`src/rtl/pd_wake_seq.sv`:
```
module pd_wake_seq #(
  parameter int ENTRY_DLY = 32,
  parameter int WAKE_DLY  = 512,
  parameter int USER_W    = 8
) (
  input  logic              clk,
  input  logic              rst_n,
  input  logic              pd_req_wr,
  input  logic              int_ack,
  input  logic              wake_mux_en,
  input  logic [USER_W-1:0] wake_user,
  input  logic              wake_card,
  input  logic              wake_keypad,
  input  logic              clk_running,
  input  logic              en_analog,
  input  logic              en_fault_det,
  input  logic              en_cmp,
  input  logic              en_hosc,
  input  logic              en_card_pwr,
  input  logic              en_flash_pulse,
  output logic              pd_active,
  output logic              clk_sys_en,
  output logic              gate_analog,
  output logic              gate_fault_det,
  output logic              gate_cmp,
  output logic              gate_hosc,
  output logic              gate_card_pwr,
  output logic              gate_flash_pulse,
  output logic              pd_req_bit,
  output logic              int0
);

  localparam int MAXDLY = (ENTRY_DLY > WAKE_DLY) ? ENTRY_DLY : WAKE_DLY;
  localparam int CW     = $clog2(MAXDLY + 1);

  typedef enum logic [1:0] {S_RUN, S_ENTRY, S_DOWN, S_WAKE} st_t;

  st_t           st;
  logic [CW-1:0] cnt;
  logic          mux_lat;
  logic          req_q;
  logic          int_lat;

  wire wake_any   = (|wake_user) | wake_card | wake_keypad;
  wire entry_done = (st == S_ENTRY) && !wake_any && (cnt == CW'(ENTRY_DLY - 1));
  wire wake_done  = (st == S_WAKE) && clk_running && (cnt == CW'(WAKE_DLY - 1));
  wire passthru   = (st == S_RUN) || (st == S_ENTRY);

  always_ff @(posedge clk or negedge rst_n) begin
    if (!rst_n) begin
      st      <= S_RUN;
      cnt     <= '0;
      mux_lat <= 1'b0;
      req_q   <= 1'b0;
    end else begin
      case (st)
        S_RUN: if (pd_req_wr) begin
          st      <= S_ENTRY;
          cnt     <= '0;
          req_q   <= 1'b1;
          mux_lat <= wake_mux_en;
        end
        S_ENTRY: begin
          if (wake_any) begin
            st    <= S_RUN;
            cnt   <= '0;
            req_q <= 1'b0;
          end else if (entry_done) begin
            st  <= S_DOWN;
            cnt <= '0;
          end else begin
            cnt <= cnt + 1'b1;
          end
        end
        S_DOWN: if (wake_any && mux_lat) begin
          st  <= S_WAKE;
          cnt <= '0;
        end
        S_WAKE: begin
          if (!clk_running) begin
            cnt <= '0;
          end else if (wake_done) begin
            st    <= S_RUN;
            cnt   <= '0;
            req_q <= 1'b0;
          end else begin
            cnt <= cnt + 1'b1;
          end
        end
        default: st <= S_RUN;
      endcase
    end
  end

  always_ff @(posedge clk or negedge rst_n) begin
    if (!rst_n)         int_lat <= 1'b0;
    else if (wake_done) int_lat <= 1'b1;
    else if (int_ack)   int_lat <= 1'b0;
  end

  assign pd_active        = (st == S_DOWN);
  assign clk_sys_en       = !pd_active;
  assign gate_analog      = en_analog      & ~pd_active;
  assign gate_fault_det   = en_fault_det   & ~pd_active;
  assign gate_cmp         = en_cmp         & ~pd_active;
  assign gate_hosc        = en_hosc        & ~pd_active;
  assign gate_card_pwr    = en_card_pwr    & ~pd_active;
  assign gate_flash_pulse = en_flash_pulse & ~pd_active;
  assign pd_req_bit       = req_q;
  assign int0             = int_lat | (passthru & wake_any);

  logic [CW:0] ent_seen;
  logic [CW:0] run_seen;

  always_ff @(posedge clk or negedge rst_n) begin
    if (!rst_n) begin
      ent_seen <= '0;
      run_seen <= '0;
    end else begin
      ent_seen <= (st == S_ENTRY) ? ent_seen + 1'b1 : '0;
      run_seen <= (st == S_WAKE && clk_running) ? run_seen + 1'b1 : '0;
    end
  end

  p_entry_delay_r1: assert property (@(posedge clk) disable iff (!rst_n)
    $rose(pd_active) |-> ent_seen == (CW+1)'(ENTRY_DLY));

  p_only_by_request_r3: assert property (@(posedge clk) disable iff (!rst_n)
    $rose(pd_active) |-> req_q);

  p_mux_block_r5: assert property (@(posedge clk) disable iff (!rst_n)
    (pd_active && !mux_lat) |=> pd_active);

  p_wake_release_r6: assert property (@(posedge clk) disable iff (!rst_n)
    (pd_active && wake_any && mux_lat) |=> !pd_active);

  p_wake_count_r7: assert property (@(posedge clk) disable iff (!rst_n)
    ($rose(int_lat) && $past(st) == S_WAKE) |-> run_seen == (CW+1)'(WAKE_DLY));

  p_quiet_down_r7: assert property (@(posedge clk) disable iff (!rst_n)
    (pd_active && !int_lat) |-> !int0);

  p_abort_r8: assert property (@(posedge clk) disable iff (!rst_n)
    ($past(st) == S_ENTRY && $past(wake_any)) |-> (!pd_active && !req_q));

  p_int_hold_r9: assert property (@(posedge clk) disable iff (!rst_n)
    (int_lat && !int_ack) |=> int0);

endmodule

```
`config.mk`:
```
export PLATFORM = sky130hd
export DESIGN_NAME = pd_wake_seq
export DESIGN_NICKNAME = d
export VERILOG_FILES = /design/src/rtl/pd_wake_seq.sv
export SDC_FILE = /design/constraint.sdc
export NUM_CORES = 1
export LEC_CHECK = 0
export BUFFER_PORTS_ARGS = -buffer_cell sky130_fd_sc_hd__buf_2
export CAP_MARGIN = 20
export CORE_UTILIZATION = 50
export DETAILED_ROUTE_END_ITERATION = 7
export PLACE_DENSITY = 0.76
export RECOVER_POWER = 25
export SYNTH_ARGS = -nofsm -noshare
export SYNTH_HDL_FRONTEND = slang
export SYNTH_SLANG_ARGS = --single-unit
```
`constraint.sdc`:
```
create_clock -name clk -period 5.3 [get_ports clk]
set_input_delay 1.06 -clock clk [delete_from_list [all_inputs] [get_ports clk]]
set_output_delay 1.06 -clock clk [all_outputs]
set_load 0.05 [all_outputs]
```
==> metrics, run 1 <==
Vias=852; Final Hold Viols=0; Worst-Skew Late Latency=0.29 ns; Residual DRC=0; Netlist cell types=36; Avg WL per Cell=between 10 and 15 µm; share of cells above drive strength 1=between 30% and 40%; Switching Share=36.6%; PostCTS Resize Cnt=0; root buffer cell=clkbuf_4; outcome=completed; core area=~1700 µm²; Tcrit/Tclk final=59.3%; first-pass GRT wire length=between 3000 and 4000 µm; Initial Utilization=54.1%; Slew HR=46.1%; register area share after synthesis=39.7%; CTS tree=done; filler cell count=156; hold path endpoint=st[0]; Syn Std Cell Area=945 µm²; Clk pin slew, worst setup/hold paths=0.09 ns; post-CTS setup buffers=0; Hold-fix buffers, CTS=0; fin nets=160; clock tree buffer depth=2; port bufs=31; placer congestion estimate=0.868; area of the multi-input gates=507 µm²; Post-DP HPWL=about 1600 µm; Ant. Diodes=0; die area=2070 µm²; Worst Setup End Kind=output pin; worst-path maximum fanout=3; Pwr per Cell Area=about 260 nW/µm²; Die Span X=approximately 45 µm; vias per inst=5.29; initial antenna violation count=0; worst r2r dst=cnt[4]; CTS sink cnt=15; row count=15; RSZ-0062 raised after global routing=no; GRT Util Overall=between 20% and 30%; achievable frequency=between 300 and 400 MHz; post-synthesis cell count=104; CTS Buf Count=3; worst r2r src=cnt[5]; dpl ws=2.14 ns; crit start category=input pin; Slew Viols, Final=0; TNS Setup=0 ns; clock network power share=about 23%; worst path arrival time=~2.1 ns; Mean Syn Cell Area=~9.1 µm²; total grt overflow=0; total internal power=between 150 and 200 µW; hold_sp=st[0]; net count after synthesis=127; Worst Tran Pin Value=0.809 ns; Ys Warns=0; CP Data Required Time=4.24 ns; Final Setup Violations=0; vias in the first global route=760; Synth-to-Final Area Change=19.1%; clk_skew=0.00132 ns; #FFs+latches synth=15; Initial DRC Count=19; Ports=32; crit path launch=wake_user[5]; Routed WL=about 2100 µm; combinational share of power=30.1%; placed instance area=1100 µm²; Flop pwr share=46.8%; switching pwr=~110 µW; post-route ant nets=0; Tot Pwr=about 290 µW; largest net degree at the start of global routing=16; Tmin final=3.14 ns; Reg area=approximately 380 µm²; final worst slack=2.16 ns; setup slack, reg-to-reg=3.28 ns; maxcap violations=0; die extent in y=45.5 µm; worst vdd rail ir drop=between 200 and 250 µV; HP Class=reg2reg; leak pwr=0.000529 µW; kind of critical path=in2out; Design Area, Final=1120 µm²; Hold Path Depth=1; drt first pass iters=3; H-tree depth=1; reg2reg path depth=5
[kinds of logic (layout without fill, tap and decap cells)]
family	after synthesis	in the layout	share of synthesized area (%)
buf+inv	10	42	6.62
fa+ha+maj	1	1	1.32
mux	4	4	4.37
compound gates	25	25	17.5
simple gates	47	47	28.6
xor+xnor	2	2	1.85
flops	15	15	39.7
[critical path, cell delays in order]
cell	delay [ns]
buf_2	0.09
nor4_1	0.37
nand3_1	0.18
nand2_1	0.12
nand2_1	0.05
buf_2	0.20
[state kept, by name (all words and copies together), names as in the netlist, named ones only]
signal,cells
cnt,10
pd_req_bit,1
mux_lat,1
st,1
int_lat,1
[metal layers]
metal  part of all wire (%)  up-vias  routed length, µm  GRT usage (%)
li1                       -      441                  -              -
met1                     45      387                933           24.4
met2                     50       22               1050           37.4
met3                    4.5        2                 93           6.35
met4                   0.67        0                 14           9.70
met5                      0        -                  0              0
[worst max path at each step]
stage	end	slack, ns	depth (start not counted)
CTS	int0	2.15	6
finish	int0	2.16	6
floorplan	int0	2.34	4
global route	int0	2.01	6
global placement	int0	2.21	6
detailed placement	int0	2.14	6
[layout by cell type (no fill, tap or decap), types with 2 or more instances in the layout]
cell type	instances
inv_1	6
and3_2	2
nand2_1	11
o21ai_0	9
dfrtp_1	15
a22o_2	2
nand3_1	8
a21oi_1	5
nand4_1	3
and2_1	7
mux2i_1	3
buf_2	30
a21o_1	2
xnor2_1	2
nor2_1	5
nor4_1	2
clkbuf_4	3
[Yosys cell counts]
library cell	number	area, µm²
dfrtp_1	15	375
nand2_1	11	41.3
o21ai_0	9	45.0
nand3_1	8	40.0
and2_1	7	43.8
inv_1	6	22.5
a21oi_1	5	25.0
nor2_1	5	18.8
mux2i_1	3	30.0
nand4_1	3	18.8
a21o_1	2	15.0
a22o_2	2	20.0
and3_2	2	15.0
buf_6	2	22.5
nor4_1	2	12.5
xnor2_1	2	17.5
a21o_2	1	8.76
a22o_1	1	8.76
a22oi_1	1	7.51
a311oi_1	1	8.76
and2b_2	1	8.76
and4_1	1	8.76
and4b_1	1	10.0
buf_4	1	7.51
clkdlybuf4s15_1	1	10.0
ha_1	1	12.5
mux2_2	1	11.3
nor2b_1	1	6.26
nor3_1	1	5.00
nor3_4	1	16.3
o21a_1	1	7.51
o22ai_1	1	6.26
o22ai_2	1	12.5
or3_1	1	6.26
or4_1	1	7.51
or4_4	1	11.3
[stage by stage]
step | utilization (%) | instances | hold WS [ns]
6_report | 64.4 | 161 | 0.535
3_5_place_dp | 62.9 | 157 | 0.512
4_1_cts | 64.5 | 161 | 0.525
2_1_floorplan | - | 104 | 0.477
3_3_place_gp | 62.9 | 157 | 0.510
5_1_grt | 64.4 | 161 | 0.553
[power groups by stage]
stage / registers, µW / logic, µW / clock network, µW
5_1_grt: 138 / 96.8 / 74.9
6_report: 137 / 88.3 / 67.7
4_1_cts: 136 / 88.8 / 68.2
3_5_place_dp: 139 / 88.3 / 0
3_3_place_gp: 138 / 86.4 / 0
2_1_floorplan: 150 / 53.4 / 0
[final cells by class]
class	instances	area share (%)
well taps	25	2.78
flip-flops and latches	15	33.4
repair buffers	32	14.3
inverters	6	2.00
clock buffers	3	2.00
multi-input cells	79	45.1
clock inverters	1	0.445
Power figures use the tool's default switching activity.
==> run 2, diff against run 1 <==
--- a/config.mk
+++ b/config.mk
@@ -7,9 +7,9 @@
 export LEC_CHECK = 0
 export BUFFER_PORTS_ARGS = -buffer_cell sky130_fd_sc_hd__buf_2
 export CAP_MARGIN = 20
-export CORE_UTILIZATION = 50
+export CORE_UTILIZATION = 49
 export DETAILED_ROUTE_END_ITERATION = 7
-export PLACE_DENSITY = 0.76
+export PLACE_DENSITY = 0.75
 export RECOVER_POWER = 25
 export SYNTH_ARGS = -nofsm -noshare
 export SYNTH_HDL_FRONTEND = slang
==> constraint.sdc (replaced) <==
create_clock -name clk -period 3.1 [get_ports clk]
set_input_delay 0.62 -clock clk [delete_from_list [all_inputs] [get_ports clk]]
set_output_delay 0.62 -clock clk [all_outputs]
set_load 0.05 [all_outputs]
==> run 2 against run 1 <==
First-iteration DRC count shrank 47%; sequential power grew 70%; critical path type unchanged; flip-flop and latch count did not move; critical endpoint unchanged; cell area stayed put; worst hold slack got worse by 0.14 ns; clock skew increased by 0.0089 ns; largest cell class unchanged; register-to-register slack lost 2.2 ns; clock power is 73% higher; final cell count unchanged.
==> metrics, run 2 (same netlist as run 1, synthesis figures left out) <==
Clk pin slew, worst setup/hold paths=0.10 ns (about the same); worst hold slack=0.395 ns (-0.139 ns); largest net degree at the start of global routing=16 (unchanged); fin nets=160 (unchanged); Worst Setup End Kind=output pin; first-pass GRT wire length=3230 µm (+2.4%); highest routed layer=met4; H-tree depth=1 (unchanged); share of cells above drive strength 1=33.1% (unchanged); PostCTS Resize Cnt=0 (unchanged); achievable frequency=444 MHz; CTS tree=done; total grt overflow=0 (unchanged); routed length on met1=928 µm (-0.54%); CTS Buf Count=3 (unchanged); post-route ant nets=0 (unchanged); Tcrit/Tclk final=72.7%; Final Hold Viols=0 (unchanged); Final Setup Violations=0 (unchanged); leak pwr=0.000529 µW (unchanged); Vias=876 (+2.8%); clk_skew=0.0102 ns (+0.00889 ns); Residual DRC=0 (unchanged); most frequent cells in the layout=buf_2, dfrtp_1, nand2_1, o21ai_0, nand3_1; Slew Viols, Final=0 (unchanged); Pwr per Cell Area=443 nW/µm² (+70%); CTS sink cnt=15 (unchanged); Ports=32 (unchanged); Biggest register=cnt; core area=1760 µm² (+1.1%); Initial DRC Count=10 (-9); vias per inst=5.44 (+2.8%); worst r2r dst=cnt[4]; RSZ-0062 raised after global routing=no; initial antenna violation count=0 (unchanged); vias in the first global route=721 (-5.1%); Worst-Skew Late Latency=0.29 ns (about the same); clock tree buffer depth=2 (unchanged); drt first pass iters=4 (+1); max reg flops=10 (unchanged); Routed WL=2030 µm (-2.7%); CP Data Required Time=2.48 ns (-1.76 ns); worst vdd rail ir drop=234 µV (+17%); CP max stage cell=nor4_1; Initial Utilization=53.5% (-0.58 points); die area=2110 µm² (+1.9%); Avg WL per Cell=12.6 µm (-2.7%); Ant. Diodes=0 (unchanged); placer congestion estimate=0.791 (-8.9%); Worst path max stage delay=0.35 ns (-0.02 ns); port bufs=31 (unchanged); Slew HR=43.8% (-2.3 points); worst r2r src=cnt[5]; Die Span X=45.9 µm (+0.97%); TNS Setup=0 ns (unchanged); HP Class=in2async; row count=15 (unchanged); worst path arrival time=1.63 ns (-0.45 ns); DR WL met2=980 µm (-6.2%); Tmin final=2.25 ns; utilization after layout=63.8% (-0.69 points); critical-path cell list=buf_2 -> nor4_1 -> nand3_1 -> nand2_1 -> nand2_1 -> buf_2; leading cell type in the layout, fill and taps excluded=buf_2; reg2reg path depth=5 (unchanged); Post-DP HPWL=1530 µm (-2.3%); outcome=completed; routed wl met3=87 µm (-6.5%); GRT Util Overall=21.8% (+0.11 points); crit path launch=wake_user[1]; maxcap violations=0 (unchanged); worst-path maximum fanout=3 (unchanged); Synth-to-Final Area Change=19.1% (unchanged); root buffer cell=clkbuf_4; die extent in y=45.9 µm (+0.97%); Hold-fix buffers, CTS=0 (unchanged); post-CTS setup buffers=0 (unchanged); kind of critical path=in2out; setup slack, reg-to-reg=1.10 ns (-2.18 ns); crit start category=input pin; Worst Tran Pin Value=0.844 ns (+0.0347 ns)
-- run 2: cell counts in the layout (fill, tap and decap cells not counted) --
Identical to the previous run, type by type.
-- run 2: worst max-delay path: cells and delay by family --
family,cells,cell delay (ns)
buffers and inverters,2,0.30
AND/OR/NAND/NOR,4,0.71
-- run 2: per-stage QoR --
| stage | instance area (µm²) | worst slack [ns] | power [µW] | cells |
|---|---|---|---|---|
| floorplan | 945 | 0.899 | 347 | 104 |
| global placement | 1100 | 0.904 | 383 | 157 |
| detailed placement | 1100 | 0.851 | 386 | 157 |
| CTS | 1130 | 0.852 | 503 | 161 |
| global route | 1120 | 0.790 | 530 | 161 |
| finish | 1120 | 0.848 | 499 | 161 |
-- run 2: how the worst max path moves through the flow --
stage                        endpoint  slack [ns]  depth (start not counted)
after floorplan           gate_analog        0.90                          3
after global placement           int0        0.90                          6
after detailed placement         int0        0.85                          6
after CTS                        int0        0.85                          6
after global routing             int0        0.79                          6
final                            int0        0.85                          6
-- run 2: final cells by class --
type                    count  area (µm²)
fillers                   168         639
multi-input cells          79         507
flip-flops and latches     15         375
repair buffers             32         161
well taps                  25        31.3
clock buffers               3        22.5
inverters                   6        22.5
clock inverters             1        5.00
-- run 2: metal layers --
layer | track usage, % | vias to the layer above
li1 | - | 441
met1 | 28.6 | 410
met2 | 34.4 | 20
met3 | 3.57 | 5
met4 | 10.6 | 0
met5 | 0 | -
-- run 2: where the power goes --
group,internal [µW],switching [µW]
registers,216,17.1
clock network,47.9,68.6
logic,54.1,94.8
total,318,181
